File: config.mk
export PLATFORM = sky130hd
export DESIGN_NAME = bitfield_dp
export DESIGN_NICKNAME = d
export VERILOG_FILES = /design/src/rtl/bfd_pkg.sv /design/src/rtl/bfd_rotator.sv /design/src/rtl/bfd_mask_gen.sv /design/src/rtl/bfd_alu.sv /design/src/rtl/bfd_regfile.sv /design/src/rtl/bitfield_dp.sv
export SDC_FILE = /design/constraint.sdc
export NUM_CORES = 1
export LEC_CHECK = 0
export ABC_AREA = 1
export BUFFER_PORTS_ARGS = -buffer_cell sky130_fd_sc_hd__buf_2
export CAP_MARGIN = 40
export CELL_PAD_IN_SITES_DETAIL_PLACEMENT = 1
export CELL_PAD_IN_SITES_GLOBAL_PLACEMENT = 1
export CORE_MARGIN = 4
export CORE_UTILIZATION = 49
export CTS_CLUSTER_SIZE = 28
export DETAILED_ROUTE_END_ITERATION = 7
export GPL_TIMING_DRIVEN = 1
export PLACE_DENSITY_LB_ADDON = 0.15
export SLEW_MARGIN = 20
export SYNTH_ARGS = -nofsm -noshare
export SYNTH_HDL_FRONTEND = slang
export SYNTH_SLANG_ARGS = --single-unit
File: constraint.sdc
create_clock -name clk -period 5 [get_ports clk]
set_input_delay 0.25 -clock clk [delete_from_list [all_inputs] [get_ports clk]]
set_output_delay 0.25 -clock clk [all_outputs]
set_load 0.02 [all_outputs]
File: src/rtl/bfd_pkg.sv
`timescale 1ns/1ps
// Package: shared ALU function codes for the bit-field datapath.
// Assumes: a 2-bit opcode field in the decoded control word.
package bfd_pkg;
    typedef enum logic [1:0] {
        OP_MOV = 2'd0,
        OP_ADD = 2'd1,
        OP_AND = 2'd2,
        OP_XOR = 2'd3
    } bfd_op_e;
endpackage

File: src/rtl/bfd_rotator.sv
`timescale 1ns/1ps
// Module: bfd_rotator
// Rotates a W-bit word by a variable amount. A parameter picks the direction.
// Assumes: W is a power of two, so amt covers 0..W-1 exactly.
module bfd_rotator #(
    parameter int W        = 8,
    parameter bit ROT_LEFT = 1'b0,
    localparam int AW      = $clog2(W)
) (
    input  logic [W-1:0]  din,
    input  logic [AW-1:0] amt,
    output logic [W-1:0]  dout
);
    logic [2*W-1:0] doubled;
    logic [2*W-1:0] moved;

    assign doubled = {din, din};

    generate
        if (ROT_LEFT) begin : g_left
            // Left rotate: the upper half of the shifted double word.
            always_comb begin
                moved = doubled << amt;
                dout  = moved[2*W-1:W];
            end
        end else begin : g_right
            // Right rotate: the lower half of the shifted double word.
            always_comb begin
                moved = doubled >> amt;
                dout  = moved[W-1:0];
            end
        end
    endgenerate
endmodule

File: src/rtl/bfd_mask_gen.sv
`timescale 1ns/1ps
// Module: bfd_mask_gen
// Builds a right-justified mask of L ones from a length code. Code 0 means W.
// Assumes: the code width is log2(W).
module bfd_mask_gen #(
    parameter int W   = 8,
    localparam int LW = $clog2(W)
) (
    input  logic [LW-1:0] len,
    output logic [W-1:0]  mask
);
    logic [W:0] one_at_len;

    // One-hot at bit L, then minus one gives L low ones.
    always_comb begin
        one_at_len = (W+1)'(1) << len;
        if (len == '0) mask = '1;
        else           mask = one_at_len[W-1:0] - W'(1);
    end
endmodule

File: src/rtl/bfd_alu.sv
`timescale 1ns/1ps
// Module: bfd_alu
// Combines the isolated field with the accumulator register. Also gives the adder's carry out.
// Assumes: the carry out is only meaningful for the add function.
module bfd_alu
    import bfd_pkg::*;
#(
    parameter int W = 8
) (
    input  bfd_op_e      op,
    input  logic [W-1:0] a,
    input  logic [W-1:0] b,
    output logic [W-1:0] res,
    output logic         cout
);
    logic [W:0] sum;

    assign sum  = {1'b0, a} + {1'b0, b};
    assign cout = sum[W];

    // Function select.
    always_comb begin
        unique case (op)
            OP_MOV:  res = a;
            OP_ADD:  res = sum[W-1:0];
            OP_AND:  res = a & b;
            OP_XOR:  res = a ^ b;
            default: res = a;
        endcase
    end
endmodule

File: src/rtl/bfd_regfile.sv
`timescale 1ns/1ps
// Module: bfd_regfile
// Has N registers of W bits, one write port, one read port and a fixed tap on register 0.
// Assumes: synchronous active-low reset that clears every entry.
module bfd_regfile #(
    parameter int W   = 8,
    parameter int N   = 8,
    localparam int AW = $clog2(N)
) (
    input  logic          clk,
    input  logic          rst_n,
    input  logic          we,
    input  logic [AW-1:0] waddr,
    input  logic [W-1:0]  wdata,
    input  logic [AW-1:0] raddr,
    output logic [W-1:0]  rdata,
    output logic [W-1:0]  r0
);
    logic [W-1:0] mem [N];

    // Storage update: clear on reset, otherwise write the addressed entry.
    always_ff @(posedge clk) begin
        if (!rst_n) begin
            for (int i = 0; i < N; i++) mem[i] <= '0;
        end else if (we) begin
            mem[waddr] <= wdata;
        end
    end

    assign rdata = mem[raddr];
    assign r0    = mem[0];
endmodule

File: src/rtl/bitfield_dp.sv
`timescale 1ns/1ps
// Module: bitfield_dp
// Single-cycle bit-field datapath. It selects the source, rotates it right and masks
// the field, applies the ALU, rotates the result back and merges it into the source byte.
// The result goes to a register at the clock edge or is driven onto the I/O output.
// Assumes: the control word is already decoded and held stable for the whole cycle.
module bitfield_dp
    import bfd_pkg::*;
#(
    parameter int DATA_W   = 8,
    parameter int NUM_REGS = 8,
    localparam int RW      = $clog2(DATA_W),
    localparam int AW      = $clog2(NUM_REGS)
) (
    input  logic              clk,
    input  logic              rst_n,
    input  logic              exec_i,
    input  logic              src_bus_i,
    input  logic [AW-1:0]     src_sel_i,
    input  logic [RW-1:0]     rot_i,
    input  logic [RW-1:0]     len_i,
    input  logic [1:0]        op_i,
    input  logic              dst_bus_i,
    input  logic [AW-1:0]     dst_sel_i,
    input  logic [DATA_W-1:0] bus_din_i,
    output logic [DATA_W-1:0] bus_dout_o,
    output logic              bus_oe_o,
    output logic              carry_o
);
    logic [DATA_W-1:0] reg_rd, reg_acc, src_byte;
    logic [DATA_W-1:0] src_rot, field_mask, field;
    logic [DATA_W-1:0] alu_res, res_rot, out_mask, merged;
    logic              alu_cout, reg_we, carry_q;
    bfd_op_e           op;

    assign op       = bfd_op_e'(op_i);
    assign src_byte = src_bus_i ? bus_din_i : reg_rd;
    assign reg_we   = exec_i && !dst_bus_i;

    bfd_regfile #(.W(DATA_W), .N(NUM_REGS)) u_regs (
        .clk   (clk),
        .rst_n (rst_n),
        .we    (reg_we),
        .waddr (dst_sel_i),
        .wdata (merged),
        .raddr (src_sel_i),
        .rdata (reg_rd),
        .r0    (reg_acc)
    );

    bfd_rotator #(.W(DATA_W), .ROT_LEFT(1'b0)) u_rot_in (
        .din  (src_byte),
        .amt  (rot_i),
        .dout (src_rot)
    );

    bfd_mask_gen #(.W(DATA_W)) u_mask (
        .len  (len_i),
        .mask (field_mask)
    );

    assign field = src_rot & field_mask;

    bfd_alu #(.W(DATA_W)) u_alu (
        .op   (op),
        .a    (field),
        .b    (reg_acc),
        .res  (alu_res),
        .cout (alu_cout)
    );

    bfd_rotator #(.W(DATA_W), .ROT_LEFT(1'b1)) u_rot_res (
        .din  (alu_res),
        .amt  (rot_i),
        .dout (res_rot)
    );

    bfd_rotator #(.W(DATA_W), .ROT_LEFT(1'b1)) u_rot_mask (
        .din  (field_mask),
        .amt  (rot_i),
        .dout (out_mask)
    );

    assign merged = (res_rot & out_mask) | (src_byte & ~out_mask);

    // Carry flag: cleared on reset, loaded only by an executed add.
    always_ff @(posedge clk) begin
        if (!rst_n)                      carry_q <= 1'b0;
        else if (exec_i && op == OP_ADD) carry_q <= alu_cout;
    end

    assign carry_o    = carry_q;
    assign bus_dout_o = merged;
    assign bus_oe_o   = exec_i && dst_bus_i;
endmodule

# == Yosys cells after proc, flatten, opt, wreduce, memory -nomap -nowiden ==
# Memory sizes are Yosys's and may differ from the RTL's.
# Index checks and enable logic that the tools add are counted.
# op_classes
n_lt_le_gt_ge,0
muxes,10
eq_ne,3
shifts,4
mul,0
div,0
reduce_logical,7
n_addsub,2
bitwise,7
# op_table
cell,n
bitwise AND 8 bit,4
one-hot mux 8 bit (4 select lines),1
left shift 16 x 3 -> 16 bit,2
two-way mux 8 bit,3
right shift 16 x 3 -> 8 bit,1
adder 8 x 8 -> 9 bit,1
inverter 8 bit,1
bitwise OR 8 bit,1
OR reduction 8 bit,1
left shift 1 x 3 -> 8 bit (first input constant),1
subtractor 8 x 1 -> 8 bit (second input constant),1
bitwise XOR 8 bit,1
two-way mux 1 bit,5
equality test 2 bit (second input constant),2
logical AND 1 bit,3
zero test 3 bit,1
two-way mux 3 bit,1
equality test 2 x 1 -> 1 bit (second input constant),1
zero test 2 bit,1
zero test 1 bit,1
# totals
rom_bits,0
memories,1
regBits,1
word_cells,35
latch_bits,0
inputBits,27
ramBits,64
output_inout_bits,10
# mem_list
memory,words,word_bits,read_ports,rd_clocked_by_memory_dff,write_ports,line_no,source
u_regs.mem,8,8,2,0,8,bfd_regfile.sv:19,logic [W-1:0] mem [N];

# == Logic depth before layout (Yosys ltp) ==
# Gate-level depths: netlist of run 1.
# logic_depth
word_depth,10
mapped_depth,30
ltp_nobuf,28

# == Hierarchy ==
# Synthesis of run 1 repeated with hierarchy kept, for this count alone.
# unflattened
hier_cells,770
hier_area_um2,5246.3
# by_module_without_submodules
mod,seq_area_each_um2,cells_per_inst,n_inst,area_each_um2
bfd_regfile,1921.8,378,1,3253.1
bfd_rotator,0.0,62,3,336.6
bfd_alu,0.0,101,1,541.8
bitfield_dp,20.0,85,1,350.3
bfd_mask_gen,0.0,20,1,91.3

# == Worst setup path before layout of run 1 ==
# No wires, ideal clock.
# synth_timing
path_type,input to output
startpoint,input port src_sel_i[0]
endpoint,output port bus_dout_o[0]
cell_stages,28
arrival_ns,3.156
slack_ns,1.594
path_buffers,2
required_time_ns,4.750
cell_sequence,buf_6 inv_4 buf_6 nand2_1 nand2_1 nand2_1 nand3_1 nand3_2 nand3_2 nand3_2 nand3_1 and2_1 ha_1 inv_1 fa_1 inv_1 nand3_1 nand2_1 a21oi_1 o21ai_0 xor2_1 o21bai_1 inv_1 nand3_2 nand3_1 nand3_2 nand3_4 nand2_1
# synth_via
elab_chain_cells,9
elab_cells_between_ends,12
cone_classes,1 x add/sub; 2 x shift; 2 x mux; 6 x bitwise; 1 x memory
# synth_rtl
element,line_no,source
start: declaration,bitfield_dp.sv:19,"input logic [AW-1:0] src_sel_i,"
memory read (8 x 8 bit) (*),n/a,
two-way mux 8 bit (*),bitfield_dp.sv:37,assign src_byte = src_bus_i ? bus_din_i : reg_rd;
right shift 16 x 3 -> 8 bit,bfd_rotator.sv:29,moved = doubled >> amt;
bitwise AND 8 bit,bitfield_dp.sv:62,assign field = src_rot & field_mask;
"adder 8 x 8 -> 9 bit, or another cell as far along",bfd_alu.sv:18,"assign sum = {1'b0, a} + {1'b0, b};"
one-hot mux 8 bit (4 select lines),bfd_alu.sv:23,unique case (op)
left shift 16 x 3 -> 16 bit,bfd_rotator.sv:23,moved = doubled << amt;
bitwise AND 8 bit,bitfield_dp.sv:84,assign merged = (res_rot & out_mask) | (src_byte & ~out_mask);
bitwise OR 8 bit (*),bitfield_dp.sv:84,
end: declaration,bitfield_dp.sv:26,"output logic [DATA_W-1:0] bus_dout_o,"
# Mark *: on every way between the ends. The rest lies on a longest branch, timed or not.

==> results of run 1 <==
## layout make-up
class,count,area [sq um],area share [%]
multi-input combinational,505,2740,48.6
sequential,65,1940,34.4
inverter,96,365,6.48
timing repair buffer,44,240,4.26
tap,136,170,3.02
clock buffer,9,124,2.20
clock inverter,6,60.1,1.06
## power breakdown
| part | internal (mW) | total (mW) | switching [mW] |
|---|---|---|---|
| logic | 0.127 | 0.444 | 0.318 |
| registers | 0.619 | 0.627 | 0.00809 |
| clock network | 0.224 | 0.436 | 0.211 |
## worst paths after layout
kind                                        from                        endpoint  slack, ns  depth (start not counted)
setup / recovery  u_regs.mem[0][3]$_SDFFCE_PN0P_                   bus_dout_o[7]       0.45                         28
hold / removal                             rst_n            carry_o$_SDFFE_PN0P_       0.26                          3
setup reg to reg  u_regs.mem[0][3]$_SDFFCE_PN0P_  u_regs.mem[0][3]$_SDFFCE_PN0P_       0.90                         27
hold reg to reg             carry_o$_SDFFE_PN0P_            carry_o$_SDFFE_PN0P_       0.56                          2
## flip-flops by register name, indices dropped and copies added, names as in the netlist
signal and cells:
carry_o 1, u_regs.mem 64
## routing by layer
metal | share of wire, % | GRT usage, % | vias to the layer above | wire, um
met5 | 0 | 0 | - | 0
met4 | 2.3 | 7.95 | 0 | 393
met3 | 6.5 | 5.54 | 33 | 1140
met2 | 46 | 45.6 | 182 | 8100
met1 | 45 | 40.0 | 2510 | 7820
li1 | - | - | 2398 | -
## cells by family (layout without fill, tap and decap cells)
logic type                 count (synthesis)  after routing  synth area share, %
AOI/OAI and AO/OA                         95             95                 9.84
buffers and inverters                    130            155                 10.8
adders and majority gates                 10             10                 2.53
DFF                                       65             65                 37.0
and+or+nand+nor                          396            396                 39.2
xor gates and xnor gates                   4              4                0.667
## worst max-delay path: cells and delay by family (launching register included)
family | cells | cell delay [ns]
buffers and inverters | 5 | 0.48
and+or+nand+nor | 17 | 1.85
adders and majority gates | 2 | 0.54
xor gates and xnor gates | 1 | 0.19
AOI/OAI and AO/OA | 3 | 0.44
DFF | 1 | 0.42
## placed cells by master, fill, tap and decap left out, drive strengths merged, types with 2 or more instances in the layout
cell / instances
nand2: 170
nand3: 169
inv: 95
edfxtp: 64
nor2: 45
a21oi: 45
buf: 44
o21ai: 31
ha: 9
clkbuf: 9
nand4: 8
a21o: 5
xor2: 4
a31oi: 4
clkinv: 4
o22ai: 3
nand3b: 3
o21bai: 2
o211ai: 2
clkinvlp: 2
## through the flow
stage | cells | power [mW] | utilization (%) | cell area [sq um]
2_1_floorplan | 700 | 0.949 | - | 5250
3_3_place_gp | 845 | 1.06 | 52.6 | 5450
3_5_place_dp | 846 | 1.07 | 52.6 | 5460
4_1_cts | 861 | 1.50 | 54.4 | 5640
5_1_grt | 861 | 1.58 | 54.4 | 5640
6_report | 861 | 1.51 | 54.4 | 5640
==> out/metrics.cfg, run 1 <==
[status]
run_status=complete, no violations

[setup_path]
cp-start-kind=flop
arrival_ns=4.30
critical_path_class=reg2out
cpMaxStageDelayCell=edfxtp_1
cp.required_ns=4.75
end_kind=output port
crit_path_max_fanout=9
worst_path_largest_cell_delay_ns=0.42

[sta]
tightest_slew_ns=0.695
fmax_mhz=220
fin_crit_sh_pct=91.1
setup_viol=0
setup-tns-final_ns=0
fin_ws_ns=0.446
hold_ws_ns=0.259
min_period_ns=4.55
slew_violations=0
slew_headroom_pct=53.2
finClkSkew_ns=0.00650
grt_setup_unrepaired=false
final_hold_viol_count=0

[hold_path]
hold_class=in2reg

[logic_synthesis]
ys_warn_count=0
synth_area_leaders=edfxtp_1 (37%), nand2_1 (12%), nand3_1 (11%)
postSynthAreaPerCell_sq_um=7.50
ys_top_cells_by_count=nand2_1 (167), nand3_1 (120), inv_1 (90), edfxtp_1 (64)
yosysMostFrequentCell=nand2_1
post-synth-top-area-fraction_pct=36.6
synth_ff_type=edfxtp_1
syn_nets=737
ys_ff_latch=65
synth_cells=700
synth_seq_area_share_pct=37.0
yosys.area.top_type=edfxtp_1
synth-edff-count=64
synth_area_sq_um=5250
post_synth_num_cell_types=35
async_reset_ff_share_pct=0

[clocking]
clockRootBuffer=clkbuf_8
worst_setup_hold_path_clk_slew_ns=0.07
cts_max_level=3
hold_buffers=0
clockBufferDepth=2
insertion_delay_ns=0.36
cts_tree=done
ctsResizeCount=0
cts.sinks=65
cts_setup_buffers=0
cts_buffers=9

[floorplanning]
io_pins=37
dieHeight_um=111
fp.dieW_um=111
dieArea_sq_um=12400
core_sq_um=10400
rows=37
start_util_pct=50.6

[job]
cap_violations=0

[finish]
drive_above_1_share_pct=16.4
antenna_cells=0
nets=758
n_fill_cell=1366
syn_to_final_growth_pct=7.49

[global_route]
grt_pass1_wl_um=28000
antenna_found_initial=0
track_usage_pct=28.6
grt_max_degree=34
grt_pass1_vias=5341
gr-total-overflow=0

[routing]
firstDrtPassIters=5
vias=5123
drt-wirelength-per-cell_um=20.3
drt_wl_total_um=17400
drt_iter0_drc=500
vias_per_cell=5.95
drc=0
ant_nets=0

[pwr]
ir_worst_vdd_mv=0.193
power.leakage_nw=2.61
power.density_nw_per_um2=267

[placed_design]
pre_cts_ws_ns=0.576
dp_hpwl_um=13200
io_buffers=36
routabilityCongestion=0.988

No activity file was read; power rests on OpenSTA's default activity.
==> run 2: changes to the inputs <==
==> constraint.sdc (replaced) <==
create_clock -name clk -period 5 [get_ports clk]
set_input_delay 1 -clock clk [delete_from_list [all_inputs] [get_ports clk]]
set_output_delay 1 -clock clk [all_outputs]
set_load 0.02 [all_outputs]
==> run 2 against run 1 <==
  * The run now fails in 5_1_grt
  * Synthesized cell count did not move
  * Synthesized area stayed put
==> out/metrics.cfg, run 2 <==
[status]
run_status=did not finish
lastStage=5_1_grt
error=[ERROR DPL-0033] detailed placement checks failed during check placement.

[floorplanning]
dieHeight_um=111  ; unchanged
rows=37  ; unchanged
start_util_pct=50.6  ; unchanged
fp.dieW_um=111  ; unchanged
io_pins=37  ; unchanged

[logic_synthesis]
postSynthAreaPerCell_sq_um=7.50  ; unchanged
ys_warn_count=0  ; unchanged
ys_top_cells_by_count=nand2_1 (167), nand3_1 (120), inv_1 (90), edfxtp_1 (64)
synth_ff_type=edfxtp_1
ys_ff_latch=65  ; unchanged
yosys.area.top_type=edfxtp_1
post-synth-top-area-fraction_pct=36.6  ; unchanged
async_reset_ff_share_pct=0  ; unchanged
synth_seq_area_share_pct=37.0  ; unchanged
post_synth_num_cell_types=35  ; unchanged
yosysMostFrequentCell=nand2_1
syn_nets=737  ; unchanged
synth_area_leaders=edfxtp_1 (37%), nand2_1 (12%), nand3_1 (11%)
synth_cells=700  ; unchanged
synth-edff-count=64  ; unchanged
synth_area_sq_um=5250  ; unchanged

[placed_design]
dp_hpwl_um=14600  ; +10%
place_area_sq_um=6010  ; +10%
routabilityCongestion=0.926  ; -6.3%
io_buffers=36  ; unchanged

[clocking]
cts_max_level=3  ; unchanged
clockRootBuffer=clkbuf_8
cts_buffers=9  ; unchanged
clockBufferDepth=2  ; unchanged
cts.sinks=65  ; unchanged
hold_buffers=0  ; unchanged

[sta]
worst_endpoint_kind=top-level output
grt-worst-endpoint=bus_dout_o[1]

[global_route]
grt_max_degree=26
antenna_found_initial=0

run 2: cell counts after synthesis:
No cell type changed its count.
run 2: through the flow:
step,std cells,setup WS [ns],utilization (%),hold WS (ns)
global placement,914,-0.507,57.9,0.534
floorplan,700,0.0943,-,0.608
CTS,974,-0.204,70.6,0.566
detailed placement,914,-0.692,57.9,0.556
run 2: what timing repair did:
item	CTS
resized for setup	163
pin swaps	38
endpoints found under the setup margin	8
gates cloned	4
buffers inserted	40
run 2: logic make-up after synthesis:
| group | share of synthesized area, % |
|---|---|
| xor gates and xnor gates | 0.667 |
| buffers and inverters | 10.8 |
| DFF | 37.0 |
| and+or+nand+nor | 39.2 |
| adders and majority gates | 2.53 |
| AOI/OAI and AO/OA | 9.84 |
==> run 3: changes to the inputs <==
--- a/config.mk
+++ b/config.mk
@@ -8,11 +8,8 @@
 export ABC_AREA = 1
 export BUFFER_PORTS_ARGS = -buffer_cell sky130_fd_sc_hd__buf_2
 export CAP_MARGIN = 40
-export CELL_PAD_IN_SITES_DETAIL_PLACEMENT = 1
-export CELL_PAD_IN_SITES_GLOBAL_PLACEMENT = 1
 export CORE_MARGIN = 4
-export CORE_UTILIZATION = 49
-export CTS_CLUSTER_SIZE = 28
+export CORE_UTILIZATION = 39
 export DETAILED_ROUTE_END_ITERATION = 7
 export GPL_TIMING_DRIVEN = 1
 export PLACE_DENSITY_LB_ADDON = 0.15
==> run 3 against run 2 <==
  * The flow now finishes, with violations (setup timing)
==> out/metrics.cfg, run 3 (synthesized netlist as in run 1, its figures left out) <==
[global_route]
track_usage_pct=24.1
grt_pass1_wl_um=28100
antenna_found_initial=0
grt_use_met2_pct=38.8
busiest_layer=met2
grt_max_degree=19
grt_pass1_vias=5205
met1_usage_pct=33.8
grt_util_met3_pct=4.63
gr-total-overflow=0

[setup_path]
cpMaxStageDelayCell=fa_2
cp_top_family=simple AND/OR/NAND/NOR gates
cp_common_cell=nand3_2
arrival_ns=4.07
critical_path_class=in2out
cp.required_ns=4.00
cp-start-kind=primary input
crit_path_max_fanout=5
end_kind=output port
worst_path_largest_cell_delay_ns=0.34
path_buf_inv=8

[finish]
drive_above_1_share_pct=38.8
mostFrequentLayoutCells=nand2_1 (146), nand3_2 (87), inv_1 (81)
largest_register_ffs=64
regMostFlops=u_regs.mem
final_common_cell=nand2_1
antenna_cells=0
final_area_sq_um=7360
nets=838
syn_to_final_growth_pct=40.2
fin_cells=982

[clocking]
insertion_delay_ns=0.33
cts.sinks=65  ; unchanged
hold_buffers=0  ; unchanged
cts_buffers=9  ; unchanged
worst_setup_hold_path_clk_slew_ns=0.06
cts_max_level=3  ; unchanged
clockBufferDepth=2  ; unchanged
cts_tree=done
clockRootBuffer=clkbuf_16

[pwr]
power.leakage_nw=3.27
ir_worst_vdd_mv=0.152
power.density_nw_per_um2=252

[routing]
drt_wl_total_um=18600
drc=0
firstDrtPassIters=5
drt-wirelength-per-cell_um=18.9
ant_nets=0
vias_per_cell=5.50
drt_iter0_drc=530
vias=5402

[sta]
slew_headroom_pct=48.6
min_period_ns=5.07
grt_setup_unrepaired=true
finClkSkew_ns=0.00581
slew_violations=0
tightest_slew_ns=0.763
setup_viol=7
fin_ws_ns=-0.0668
fin_crit_sh_pct=101
fmax_mhz=197
final_hold_viol_count=0

[floorplanning]
rows=42  ; +14%
dieHeight_um=124  ; +11%
fp.dieW_um=124  ; +11%
io_pins=37  ; unchanged
core_sq_um=13200
start_util_pct=39.8  ; -11 points
dieArea_sq_um=15400

[hold_path]
hold_class=reg2reg

[placed_design]
place_area_sq_um=6030  ; +0.33%
pre_cts_ws_ns=-0.687  ; +0.00486 ns
routabilityCongestion=0.948  ; +2.5%
io_buffers=36  ; unchanged
dp_hpwl_um=13200  ; -9.3%
numPlacedInstances=950  ; +3.9%

[job]
cap_violations=0

[status]
violations=setup timing
run_status=finished, violations left

## run 3: stage by stage
stage               hold WS, ns  setup TNS [ns]  util, %  total power [mW]
floorplan                 0.608               0        -             0.949
global placement          0.538           -4.66     45.7              1.14
detailed placement        0.549           -4.98     45.7              1.15
CTS                       0.562          -0.646     51.9              1.78
global route              0.598           -1.70     55.8              1.93
finish                    0.550          -0.263     55.8              1.85
## run 3: cell type report
| cell class | count | area, sq um |
|---|---|---|
| clock buffer | 11 | 233 |
| clock inverter | 5 | 32.5 |
| fill | 1192 | 5830 |
| inverter | 96 | 392 |
| multi-input combinational | 505 | 3460 |
| sequential | 65 | 1940 |
| tap | 176 | 220 |
| timing repair buffer | 122 | 1060 |
| timing repair inverter | 2 | 17.5 |
## run 3: repair_timing
action / 4_1_cts / 5_1_grt
buffers inserted: 4 / 5
gates cloned: 3 / 4
resized for setup: 113 / 75
setup endpoints to repair: 8 / 8
pin swaps: 29 / 51
## run 3: power by group
| part | switching (mW) | total [mW] | internal, mW |
|---|---|---|---|
| logic | 0.401 | 0.659 | 0.258 |
| clock network | 0.228 | 0.562 | 0.334 |
| registers | 0.0108 | 0.631 | 0.620 |
## run 3: per-layer routing
| layer | wire, um | share of wire (%) |
|---|---|---|
| met2 | 8720 | 47 |
| met1 | 8160 | 44 |
| met3 | 1380 | 7.4 |
| met4 | 302 | 1.6 |
| met5 | 0 | 0 |
## run 3: path summary, 6_finish.rpt
kind | start | endpoint | slack [ns] | depth (start not counted)
max | src_sel_i[0] | bus_dout_o[1] | -0.07 | 28
min | carry_o$_SDFFE_PN0P_ | carry_o$_SDFFE_PN0P_ | 0.55 | 2
max reg2reg | u_regs.mem[0][1]$_SDFFCE_PN0P_ | u_regs.mem[7][4]$_SDFFCE_PN0P_ | 1.26 | 26
min reg2reg | carry_o$_SDFFE_PN0P_ | carry_o$_SDFFE_PN0P_ | 0.55 | 2
## run 3: worst register-to-register path: cells and delay by family, from the launching register on
family / cells / cell delay [ns]
and+or+nand+nor: 13 / 1.23
buffers and inverters: 6 / 0.82
AOI/OAI and AO/OA: 5 / 0.71
DFF: 1 / 0.40
adders and majority gates: 1 / 0.22
xor gates and xnor gates: 1 / 0.19
